$ cat src/rtl/pot_pkg.sv
package pot_pkg;
    localparam int FRAME_W = 16;
    localparam int CODE_W  = 8;
    localparam int OP_LSB  = 12;
    localparam int SEL_LSB = 8;

    typedef enum logic [1:0] {
        OP_IDLE_A = 2'b00,
        OP_LOAD   = 2'b01,
        OP_SLEEP  = 2'b10,
        OP_IDLE_B = 2'b11
    } pot_op_e;
endpackage

$ cat src/rtl/pot_sync.sv
module pot_sync #(
    parameter int           N    = 5,
    parameter logic [N-1:0] IDLE = '0
) (
    input  logic         clk,
    input  logic         por,
    input  logic [N-1:0] din,
    output logic [N-1:0] lvl,
    output logic [N-1:0] rise,
    output logic [N-1:0] fall
);
    typedef struct packed {
        logic [N-1:0] meta;
        logic [N-1:0] stab;
        logic [N-1:0] prev;
    } sync_t;

    sync_t st_d, st_q;

    always_comb begin
        st_d.meta = din;
        st_d.stab = st_q.meta;
        st_d.prev = st_q.stab;
        if (por) begin
            st_d = {IDLE, IDLE, IDLE};
        end
    end

    always_ff @(posedge clk) begin
        st_q <= st_d;
    end

    assign lvl  = st_q.stab;
    assign rise = st_q.stab & ~st_q.prev;
    assign fall = ~st_q.stab & st_q.prev;
endmodule

$ cat src/rtl/pot_spi_rx.sv
module pot_spi_rx #(
    parameter int FW = pot_pkg::FRAME_W,
    localparam int CW = $clog2(FW)
) (
    input  logic          clk,
    input  logic          por,
    input  logic          sck_rise,
    input  logic          sck_fall,
    input  logic          cs_lvl,
    input  logic          cs_rise,
    input  logic          cs_fall,
    input  logic          si,
    output logic          frame_valid,
    output logic [FW-1:0] frame,
    output logic          sdo
);
    typedef struct packed {
        logic [FW-1:0] sh;
        logic [CW-1:0] cnt;
        logic          any;
        logic          so;
    } rx_t;

    rx_t rx_d, rx_q;
    logic [CW-1:0] cnt_base;

    always_comb begin
        rx_d        = rx_q;
        frame_valid = 1'b0;
        cnt_base    = cs_fall ? '0 : rx_q.cnt;
        if (cs_fall) begin
            rx_d.cnt = '0;
            rx_d.any = 1'b0;
        end
        if (!cs_lvl && sck_rise) begin
            rx_d.sh  = {rx_q.sh[FW-2:0], si};
            rx_d.cnt = (cnt_base == CW'(FW - 1)) ? '0 : cnt_base + 1'b1;
            rx_d.any = 1'b1;
        end
        if (!cs_lvl && sck_fall) begin
            rx_d.so = rx_q.sh[FW-1];
        end
        if (cs_rise) begin
            rx_d.so     = 1'b0;
            frame_valid = rx_q.any && (rx_q.cnt == '0);
        end
        if (por) begin
            rx_d = '0;
        end
    end

    always_ff @(posedge clk) begin
        rx_q <= rx_d;
    end

    assign frame = rx_q.sh;
    assign sdo   = rx_q.so;

    AST_SDO_CLEARS: assert property (@(posedge clk) disable iff (por)
        cs_rise |=> (sdo == 1'b0));
endmodule

$ cat src/rtl/pot_bank.sv
module pot_bank
    import pot_pkg::*;
#(
    parameter int          NCH = 2,
    parameter int          DW  = CODE_W,
    parameter int          FW  = FRAME_W,
    parameter logic [DW-1:0] MID = DW'(1) << (DW - 1)
) (
    input  logic              clk,
    input  logic              por,
    input  logic              shdn_pin_n,
    input  logic              cmd_valid,
    input  logic [FW-1:0]     frame,
    input  logic              rs_lvl,
    input  logic              cs_lvl,
    input  logic              cs_rise,
    input  logic              shdn_rise,
    input  logic              shdn_fall,
    output logic [NCH*DW-1:0] wiper_o,
    output logic [NCH-1:0]    off_o
);
    typedef struct packed {
        logic [NCH-1:0][DW-1:0] wip;
        logic [NCH-1:0]         sw;
        logic                   hw;
        logic                   pulsed;
    } bank_t;

    bank_t bk_d, bk_q;
    pot_op_e        op;
    logic [NCH-1:0] sel;
    logic [DW-1:0]  data;
    logic           preset;
    logic [FW-1:0]  unused_frame;

    assign op           = pot_op_e'(frame[OP_LSB+1:OP_LSB]);
    assign sel          = frame[SEL_LSB+NCH-1:SEL_LSB];
    assign data         = frame[DW-1:0];
    assign preset       = !rs_lvl && cs_lvl;
    assign unused_frame = frame;

    always_comb begin
        bk_d = bk_q;
        if (cs_rise) begin
            bk_d.pulsed = 1'b1;
        end
        if (cmd_valid && !preset) begin
            case (op)
                OP_LOAD: begin
                    for (int c = 0; c < NCH; c++) begin
                        if (sel[c]) begin
                            bk_d.wip[c] = data;
                            bk_d.sw[c]  = 1'b0;
                        end
                    end
                end
                OP_SLEEP: bk_d.sw = bk_q.sw | sel;
                default:  ;
            endcase
        end
        if (preset) begin
            for (int c = 0; c < NCH; c++) begin
                bk_d.wip[c] = MID;
            end
        end
        if (shdn_fall) begin
            bk_d.hw     = 1'b1;
            bk_d.pulsed = 1'b0;
        end
        if (shdn_rise) begin
            bk_d.hw = 1'b0;
            if (bk_q.pulsed) begin
                bk_d.sw = '0;
            end
            bk_d.pulsed = 1'b0;
        end
        if (por) begin
            for (int c = 0; c < NCH; c++) begin
                bk_d.wip[c] = MID;
            end
            bk_d.sw     = '0;
            bk_d.hw     = !shdn_pin_n;
            bk_d.pulsed = 1'b0;
        end
    end

    always_ff @(posedge clk) begin
        bk_q <= bk_d;
    end

    for (genvar g = 0; g < NCH; g++) begin : g_out
        assign wiper_o[g*DW +: DW] = bk_q.wip[g];
        assign off_o[g]            = bk_q.sw[g] | bk_q.hw;
    end

    AST_PRESET_MID: assert property (@(posedge clk) disable iff (por)
        preset |=> (wiper_o == {NCH{MID}}));
    AST_LOAD_CH0: assert property (@(posedge clk) disable iff (por)
        (cmd_valid && op == OP_LOAD && sel[0] && rs_lvl)
        |=> (wiper_o[DW-1:0] == $past(data)));
    AST_CODES_HOLD: assert property (@(posedge clk) disable iff (por)
        (!cmd_valid && !preset) |=> $stable(wiper_o));
    AST_PWRDN_ALL_OFF: assert property (@(posedge clk) disable iff (por)
        shdn_fall |=> (&off_o));
endmodule

$ cat src/rtl/pot_ctrl.sv
module pot_ctrl
    import pot_pkg::*;
#(
    parameter int NCH = 2,
    parameter int DW  = CODE_W
) (
    input  logic              clk,
    input  logic              por,
    input  logic              sck_i,
    input  logic              cs_n_i,
    input  logic              si_i,
    input  logic              rs_n_i,
    input  logic              shdn_n_i,
    output logic              sdo_o,
    output logic [NCH*DW-1:0] wiper_o,
    output logic [NCH-1:0]    off_o
);
    localparam int PIN_N  = 5;
    localparam int P_SCK  = 0;
    localparam int P_CS   = 1;
    localparam int P_SI   = 2;
    localparam int P_RS   = 3;
    localparam int P_SHDN = 4;
    localparam logic [PIN_N-1:0] PIN_IDLE = 5'b11010;

    logic [PIN_N-1:0]   pins, lvl, rise, fall;
    logic               cmd_valid;
    logic [FRAME_W-1:0] frame;
    logic [5:0]         unused_edges;

    assign pins = {shdn_n_i, rs_n_i, si_i, cs_n_i, sck_i};
    assign unused_edges = {lvl[P_SCK], rise[P_SI], fall[P_SI],
                           rise[P_RS], fall[P_RS], lvl[P_SHDN]};

    pot_sync #(.N(PIN_N), .IDLE(PIN_IDLE)) u_sync (
        .clk  (clk),
        .por  (por),
        .din  (pins),
        .lvl  (lvl),
        .rise (rise),
        .fall (fall)
    );

    pot_spi_rx #(.FW(FRAME_W)) u_rx (
        .clk         (clk),
        .por         (por),
        .sck_rise    (rise[P_SCK]),
        .sck_fall    (fall[P_SCK]),
        .cs_lvl      (lvl[P_CS]),
        .cs_rise     (rise[P_CS]),
        .cs_fall     (fall[P_CS]),
        .si          (lvl[P_SI]),
        .frame_valid (cmd_valid),
        .frame       (frame),
        .sdo         (sdo_o)
    );

    pot_bank #(.NCH(NCH), .DW(DW), .FW(FRAME_W)) u_bank (
        .clk        (clk),
        .por        (por),
        .shdn_pin_n (shdn_n_i),
        .cmd_valid  (cmd_valid),
        .frame      (frame),
        .rs_lvl     (lvl[P_RS]),
        .cs_lvl     (lvl[P_CS]),
        .cs_rise    (rise[P_CS]),
        .shdn_rise  (rise[P_SHDN]),
        .shdn_fall  (fall[P_SHDN]),
        .wiper_o    (wiper_o),
        .off_o      (off_o)
    );

    AST_SDO_ZERO_IDLE: assert property (@(posedge clk) disable iff (por)
        (lvl[P_CS] && $past(lvl[P_CS])) |-> (sdo_o == 1'b0));
endmodule

$ cat config.mk
export PLATFORM = sky130hd
export DESIGN_NAME = pot_ctrl
export DESIGN_NICKNAME = d
export VERILOG_FILES = /design/src/rtl/pot_pkg.sv /design/src/rtl/pot_sync.sv /design/src/rtl/pot_spi_rx.sv /design/src/rtl/pot_bank.sv /design/src/rtl/pot_ctrl.sv
export SDC_FILE = /design/constraint.sdc
export NUM_CORES = 1
export LEC_CHECK = 0
export BUFFER_PORTS_ARGS = -buffer_cell sky130_fd_sc_hd__buf_2
export CAP_MARGIN = 20
export CORE_UTILIZATION = 56
export DETAILED_ROUTE_END_ITERATION = 16
export HOLD_SLACK_MARGIN = 0.08
export PLACE_DENSITY = 0.77
export REMOVE_ABC_BUFFERS = 1
export SLEW_MARGIN = 20
export SYNTH_ARGS = -nofsm -noshare
export SYNTH_HDL_FRONTEND = slang
export SYNTH_SLANG_ARGS = --single-unit
$ cat constraint.sdc
create_clock -name clk -period 2.1 [get_ports clk]
set_input_delay 0.42 -clock clk [delete_from_list [all_inputs] [get_ports clk]]
set_output_delay 0.42 -clock clk [all_outputs]
set_load 0.1 [all_outputs]
# After elaboration in Yosys (flattened, before gate mapping)
# Index checks and enable logic that the tools add are counted.
# Widths: inputs -> output; s select.
[totals]
wordCells = 57
inputBits = 7
register_bits = 57
mem_bits_rw = 0
n_memories = 0
latch_bits = 0
output_inout_bits = 19
rom_bits = 0
[classes]
multipliers = 0
shift = 0
div = 0
n_eq_ne = 3
magnitude_cmp = 0
reduce_logical = 17
bitwise_logic = 7
n_mux = 17
add_sub_neg = 1
[op_table]
columns = ["cell", "count"]
rows = [
  ["$mux 18", 1],
  ["$mux 16", 1],
  ["$mux 8", 2],
  ["$mux 4", 3],
  ["$and 5x5->5", 2],
  ["$mux 5", 2],
  ["$not 5->5", 2],
  ["$mux 2", 3],
  ["$reduce_and 3->1", 2],
  ["$logic_and 1x1->1", 5],
  ["$add 4x1->4 const B", 1],
  ["$eq 4x4->1 const B", 1],
  ["$logic_not 1->1", 4],
  ["$logic_not 4->1", 1],
  ["$mux 1", 4],
  ["$pmux 2 s2", 1],
  ["$reduce_or 2->1", 2],
  ["$reduce_bool 3->1", 1],
  ["$reduce_or 3->1", 1],
  ["$eq 2x1->1 const B", 1],
  ["$eq 2x2->1 const B", 1],
  ["$or 1x1->1", 2],
  ["$or 2x2->2", 1],
  ["$reduce_bool 2->1", 1],
]

# Longest topological paths before layout
# Gate-level depths: netlist (run 1).
[logic_depth]
ltp_word = 8
mapped_depth = 6

# Cells and area by module
# A second synthesis (run 1) with hierarchy kept.
[hier_totals]
cells_unflattened = 283
hier_area_um2 = 2523.7
[by_module_without_submodules]
columns = ["module", "cells_per_inst", "area_each_um2", "n_inst"]
rows = [
  ["pot_bank", 114, 1037.2, 1],
  ["pot_spi_rx", 123, 974.7, 1],
  ["pot_sync", 46, 511.7, 1],
]

# Worst setup path after synthesis (run 1)
# Ideal clock, no wire load.
[synth_timing]
path_kind = "reg-to-reg"
startpoint = "register u_sync.st_q, in the netlist u_sync.lvl[1]"
endpoint = "register u_rx.rx_q[2] (netlist bit)"
required_time_ns = 2.009
path_stages_with_launch = 6
period_less_slack_ns = 1.516
t_arrival_ns = 1.425
path_slack_ns = 0.584
setup_ns = 0.091
path_cell_list = "dfxtp_1 > nand2b_1 > and2_2 > ha_1 > a31o_2 > a311oi_1"
[synth_via]
elab_chain_len = 6
word_cells_on_any_way = 10
classes_between = "1 x add/sub; 1 x eq/ne; 3 x mux; 2 x bitwise; 3 x reduce/logical"
[synth_rtl]
columns = ["element", "line", "text"]
rows = [
  ["start, declared", "pot_sync.sv:18", "sync_t st_d, st_q;"],
  ["start signal, assigned", "pot_sync.sv:30", "st_q <= st_d;"],
  ["$not 5->5", "pot_sync.sv:35", "assign fall = ~st_q.stab & st_q.prev;"],
  ["$and 5x5->5", "pot_sync.sv:35", ""],
  ["$mux 4", "pot_spi_rx.sv:30", "cnt_base = cs_fall ? '0 : rx_q.cnt;"],
  ["$add 4x1->4 or $eq 4x4->1 (tied branches)", "pot_spi_rx.sv:37", "rx_d.cnt = (cnt_base == CW'(FW - 1)) ? '0 : cnt_base + 1'b1;"],
  ["$mux 4", "pot_spi_rx.sv:37", ""],
  ["$mux 5", "pot_spi_rx.sv:35", "if (!cs_lvl && sck_rise) begin"],
  ["end signal, assigned", "pot_spi_rx.sv:53", "rx_q <= rx_d;"],
  ["end, declared", "pot_spi_rx.sv:24", "rx_t rx_d, rx_q;"],
]
# Several ways; a longest one is shown, not always the timed one.
# A chain may end at the register's enable or synchronous reset.

# Worst setup path in the final report (run 1)
[layout_timing]
startpoint = "register u_bank.bk_q[1] (netlist bit)"
endpoint = "output off_o[1]"
[layout_via]
elab_chain_len = 1
[layout_rtl]
columns = ["element", "line", "text"]
rows = [
  ["start, declared", "pot_bank.sv:29", "bank_t bk_d, bk_q;"],
  ["start signal, assigned", "pot_bank.sv:88", "bk_q <= bk_d;"],
  ["$or 1x1->1", "pot_bank.sv:93", "assign off_o[g] = bk_q.sw[g] | bk_q.hw;"],
  ["end, declared", "pot_ctrl.sv:16", "output logic [NCH-1:0] off_o"],
]
# No other way between the ends.

==> results.toml, run 1 <==
[routing]
drtIter0Drc = 61
viasPerCell = 5.105
dr.pass1.iters = 4
drt_drc_violations_left = 0
post_drt_antenna_nets = 0
drt-wirelength-per-cell_um = 11.52
drt-total-wl_um = 3409
vias = 1511

[yosys]
synth_compound_gate_area_share = 0.09389
yosys.area.top_type_share = 0.4887
yosys.area.top_type = "sky130_fd_sc_hd__dfxtp_1"
synth-main-ff-cell = "sky130_fd_sc_hd__dfxtp_1"
yosys-mux-area-fraction = 0.06844
post-synth-top-count-cell = "sky130_fd_sc_hd__dfxtp_1"
yosys-top-cells-count = "sky130_fd_sc_hd__dfxtp_1, sky130_fd_sc_hd__nand2_1, sky130_fd_sc_hd__nor2_1"
postSynthRegisterBits = 55
mappedNetlistArea_sq_um = 2212
post_synth_main_area_contributors = "sky130_fd_sc_hd__dfxtp_1, sky130_fd_sc_hd__nand2_1, sky130_fd_sc_hd__mux2i_1, sky130_fd_sc_hd__buf_4, sky130_fd_sc_hd__a21oi_1"
synth.avg_cell_area_sq_um = 9.334
syn-instance-count = 237
synthXorXnorAreaFrac = 0.003959
synth-seq-area-share = 0.5023
yosys.area_share.adder = 0.01697
synth.distinct_cells = 34
synth-edff-count = 1
ys_async_sr_fraction = 0
combinational_family_with_the_most_area_after_synthesis = "simple AND/OR/NAND/NOR gates"
synthSimpleGateAreaFrac = 0.2359
yosys_warnings = 0

[finish]
design_area_sq_um = 2377
area_growth_pct = 7.466
n_fill_cell = 321
drive_above_1_share = 0.2258
num_antenna_cells = 0
design.final.nets = 257

[worst_setup_path]
critical_path_peak_fanout = 2
crit_type = "flip-flop to output port"
cp-start-kind = "flip-flop"
cp_data_arrival_time_ps = 1260
required_ps = 1680
worst_setup_path_end_kind = "output port"

[sta]
clock.fmax_mhz = 595.8
fin_crit_sh = 0.7993
max_slew_margin = 0.6270
report.final.hold_viol_count = 0
tightestPinTransition_ps = 559.5
slew_violations = 0
final-setup-viol-count = 0
period_minus_slack_ps = 1679
grt_setup_unrepaired = "false"
clock_skew_ps = 10.51
setup-tns-final_ps = 0

[floorplanning]
start_util = 0.5953
fp-row-count = 22
core_sq_um = 3716
floorplan.die_area_sq_um = 4206
io_pins = 26
die-width_um = 64.85
die_h_um = 64.85

[global_route]
grt_max_degree = 19
globalRoute.totalOverflow = 0
global_route.usage.total = 0.1855
antenna_found_initial = 0
first_pass_grt_wire_length_um = 5934
first_global_vias = 1328

[place]
post-dp-hpwl_um = 2415
gp_congestion = 0.7679
port-buffer-count = 25
placed_area_sq_um = 2265

[clock_network]
clkLatencyLatePin_ps = 310
clk_root_buffer_cell = "sky130_fd_sc_hd__clkbuf_8"
post_cts_hold_buffer_count = 0
clock_tree_from_tritoncts = "done"
post-cts-setup-buffers = 0
deepest_clock_path_buffer_count = 2
numCtsBuffers = 5
clk_transition_reported_paths_ps = 90
h_tree_levels = 2
clkSinkCount = 55
ctsResizeCount = 0

[status]
status = "completed"

[power_and_ir_drop]
power_density_nw_per_um2 = 760.5
totalPowerFinal_mw = 1.808
leakagePower_nw = 1.061
vdd.ir_drop.worst_mv = 0.6511

[hold_path]
min_path_type = "primary input to flip-flop"

[run]
maxCapViolations = 0
placed cells by master (no fill, tap or decap), types with 2 or more instances in the layout:
master	count
sky130_fd_sc_hd__nor3_1	2
sky130_fd_sc_hd__nand2_1	41
sky130_fd_sc_hd__dfxtp_1	54
sky130_fd_sc_hd__nand4_4	2
sky130_fd_sc_hd__a41o_1	2
sky130_fd_sc_hd__mux2i_1	14
sky130_fd_sc_hd__inv_1	5
sky130_fd_sc_hd__a221oi_2	2
sky130_fd_sc_hd__o21ai_0	3
sky130_fd_sc_hd__or3_1	2
sky130_fd_sc_hd__ha_1	3
sky130_fd_sc_hd__buf_2	25
sky130_fd_sc_hd__buf_4	3
sky130_fd_sc_hd__clkbuf_8	6
sky130_fd_sc_hd__nor2b_1	10
sky130_fd_sc_hd__or2_2	10
sky130_fd_sc_hd__nor2_1	24
sky130_fd_sc_hd__nand2b_1	2
sky130_fd_sc_hd__a21oi_1	22
flip-flops by register name, indices dropped and copies added, names as in the netlist:
register / count
u_bank.wiper_o: 16
u_sync.lvl: 5
u_rx.frame: 16
u_bank.bk_q: 4
u_sync.st_q: 8
u_rx.rx_q: 5
u_rx.sdo: 1
critical path, stage by stage, from the launching register on:
cell and delay [ps]:
sky130_fd_sc_hd__edfxtp_1 380, sky130_fd_sc_hd__or2_2 290, sky130_fd_sc_hd__buf_2 290
area by class of cell:
type,count,area [sq um],area share
clock buffers,7,107.6,0.04526
clock inverters,1,5.005,0.002105
inverters,5,18.77,0.007895
multi-input cells,152,927.1,0.3900
flip-flops and latches,55,1111,0.4674
well taps,48,60.06,0.02526
repair buffers,28,147.6,0.06211
final timing paths:
| check | from | endpoint | slack, ps | cells after the start |
|---|---|---|---|---|
| setup / recovery | u_bank.bk_q[1] | off_o[1] | 420 | 2 |
| hold / removal | cs_n_i | u_sync.st_q[11] | 290 | 2 |
| setup reg to reg | u_sync.lvl[1] | u_rx.rx_q[2] | 470 | 5 |
| hold reg to reg | u_sync.st_q[14] | u_sync.lvl[4] | 410 | 1 |
metrics by stage:
step,std cells,setup slack (ps),hold slack (ps),util
floorplan,212,353.1,389.5,-
global placement,288,512.8,391.8,0.6094
detailed placement,288,477.9,393.3,0.6094
CTS,296,405.3,284.4,0.6397
global route,296,316.4,284.8,0.6397
finish,296,421.5,294.4,0.6397
cell families after synthesis:
family,after synthesis
AND/OR/NAND/NOR,100
flip-flops,55
AO/OA/AOI/OAI,33
buffers and inverters,30
multiplexers,15
adder cells (fa/ha/maj),3
XOR/XNOR,1
layer usage:
layer	up-vias	track usage	part of all wire	wire length, um
li1	790	-	-	-
met4	0	0.07500	0.013	46
met3	4	0.04754	0.029	99
met1	697	0.2437	0.49	1672
met2	20	0.2878	0.47	1591
met5	-	0	0	0
power by group:
part,internal (mW),switching (mW)
logic,0.0247,0.0569
registers,1.06,0.00639
clock network,0.338,0.323
total,1.42,0.387
No activity file was read; power rests on OpenSTA's default activity.
==> run 2, diff against run 1 <==
--- a/config.mk
+++ b/config.mk
@@ -7,10 +7,10 @@
 export LEC_CHECK = 0
 export BUFFER_PORTS_ARGS = -buffer_cell sky130_fd_sc_hd__buf_2
 export CAP_MARGIN = 20
-export CORE_UTILIZATION = 56
+export CORE_UTILIZATION = 51
 export DETAILED_ROUTE_END_ITERATION = 16
 export HOLD_SLACK_MARGIN = 0.08
-export PLACE_DENSITY = 0.77
+export PLACE_DENSITY = 0.74
 export REMOVE_ABC_BUFFERS = 1
 export SLEW_MARGIN = 20
 export SYNTH_ARGS = -nofsm -noshare
==> constraint.sdc (replaced) <==
create_clock -name clk -period 1.4 [get_ports clk]
set_input_delay 0.28 -clock clk [delete_from_list [all_inputs] [get_ports clk]]
set_output_delay 0.28 -clock clk [all_outputs]
set_load 0.1 [all_outputs]
==> results.toml, run 2 (same netlist as run 1, synthesis figures left out) <==
[status]
status = "complete, but fails checks"
violations = "setup timing"

[sta]
report.final.hold_viol_count = 0
final.hold.worst_slack_ps = 150.4
final-setup-viol-count = 3
grt_setup_unrepaired = "true"
fin_crit_sh = 1.013
max_slew_margin = 0.6813
clock_skew_ps = 4.057
timing.final.ws_setup_ps = -17.99
clock.fmax_mhz = 705.2
setup-tns-final_ps = -35.96
slew_violations = 0
period_minus_slack_ps = 1418
tightestPinTransition_ps = 478.1

[floorplanning]
fp-row-count = 23
floorplan.die_area_sq_um = 4605
io_pins = 26
die_h_um = 67.86
core_sq_um = 4086
start_util = 0.5413
die-width_um = 67.86

[routing]
drt-wirelength-per-cell_um = 12.76
viasPerCell = 5.121
vias = 1603
drt-total-wl_um = 3994
drtIter0Drc = 89
dr.pass1.iters = 4
post_drt_antenna_nets = 0
drt_drc_violations_left = 0

[clock_network]
numCtsBuffers = 5
clk_transition_reported_paths_ps = 90
clock_tree_from_tritoncts = "done"
clkLatencyLatePin_ps = 310
deepest_clock_path_buffer_count = 2
post_cts_hold_buffer_count = 0
clkSinkCount = 55
h_tree_levels = 2
clk_root_buffer_cell = "sky130_fd_sc_hd__clkbuf_8"

[finish]
n_fill_cell = 347
multiInputGateArea_sq_um = 998.5
postLayoutCoreUtil = 0.6347
area.sequential_sq_um = 1115
mostFrequentLayoutCell = "sky130_fd_sc_hd__dfxtp_1"
num_antenna_cells = 0
design.final.nets = 272
most-common-layout-cells = "sky130_fd_sc_hd__dfxtp_1, sky130_fd_sc_hd__nand2_1, sky130_fd_sc_hd__nor2_1"
drive_above_1_share = 0.2966
area_growth_pct = 17.25
final_cell_count_without_fillers = 313

[global_route]
first_global_vias = 1401
grt_max_degree = 22
global_route.usage.total = 0.1899
antenna_found_initial = 0
globalRoute.totalOverflow = 0
first_pass_grt_wire_length_um = 6403

[hold_path]
min_path_type = "primary input to flip-flop"

[power_and_ir_drop]
power_density_nw_per_um2 = 1007
leakagePower_nw = 1.170
vdd.ir_drop.worst_mv = 0.7090

[worst_setup_path]
required_ps = 1120
cp_data_arrival_time_ps = 1140
critical_path_peak_fanout = 2
cp-start-kind = "flip-flop"
worst_setup_path_end_kind = "output port"
crit_type = "flip-flop to output port"

[run]
maxCapViolations = 0

[place]
gp_congestion = 0.8245
post-dp-hpwl_um = 2537
placement.setup.worst_slack_ps = -97.48
dpl.cell_count = 301
port-buffer-count = 25
[run 2: cell count changes in the layout (fill, tap and decap cells not counted), sizes merged]
| cell | before | now |
|---|---|---|
| clkbuf | 7 | 10 |
| nand4 | 2 | 4 |
| inv | 5 | 6 |
| buf | 28 | 37 |
[run 2: per-stage QoR]
| step | area [sq um] | power, mW |
|---|---|---|
| floorplan | 2057 | 1.714 |
| global placement | 2362 | 1.769 |
| detailed placement | 2362 | 1.772 |
| finish | 2594 | 2.612 |
| global route | 2594 | 2.711 |
| CTS | 2531 | 2.636 |
[run 2: critical path, stage by stage, from the launching register on]
cell and delay (ps):
sky130_fd_sc_hd__edfxtp_1 410, sky130_fd_sc_hd__or2_4 260, sky130_fd_sc_hd__buf_12 160
[run 2: metal layers]
layer  share of wire  GRT usage  wire, um
met5               0          0         0
met4           0.018     0.1146        73
met3           0.029    0.03500       117
met2            0.46     0.2809      1857
met1            0.49     0.2554      1945
[run 2: worst paths after layout]
path                   start                end  slack [ps]  depth (start not counted)
max           u_bank.bk_q[1]           off_o[1]         -20                          2
min                   rs_n_i    u_sync.st_q[13]         150                          2
max reg2reg   u_sync.st_q[1]  u_bank.wiper_o[3]           0                          4
min reg2reg  u_sync.st_q[11]      u_sync.lvl[1]         420                          1
[run 2: repair_timing]
action,4_1_cts,5_1_grt
endpoints found under the setup margin,21,27
pin swaps,2,2
setup buffers,0,1
gates resized for setup,17,11
gates cloned,2,1
[run 2: cell type report]
type	count	area share
Multi-Input combinational cell	154	0.3849
Sequential cell	55	0.4298
Inverter	5	0.007236
Clock inverter	2	0.004342
Clock buffer	6	0.02798
Timing Repair Buffer	41	0.1216
Tap cell	50	0.02412
[run 2: report_power, final]
| group | total, mW | internal, mW | switching (mW) |
|---|---|---|---|
| clock | 0.846 | 0.352 | 0.494 |
| combinational | 0.167 | 0.0697 | 0.0976 |
| sequential | 1.60 | 1.59 | 0.0102 |
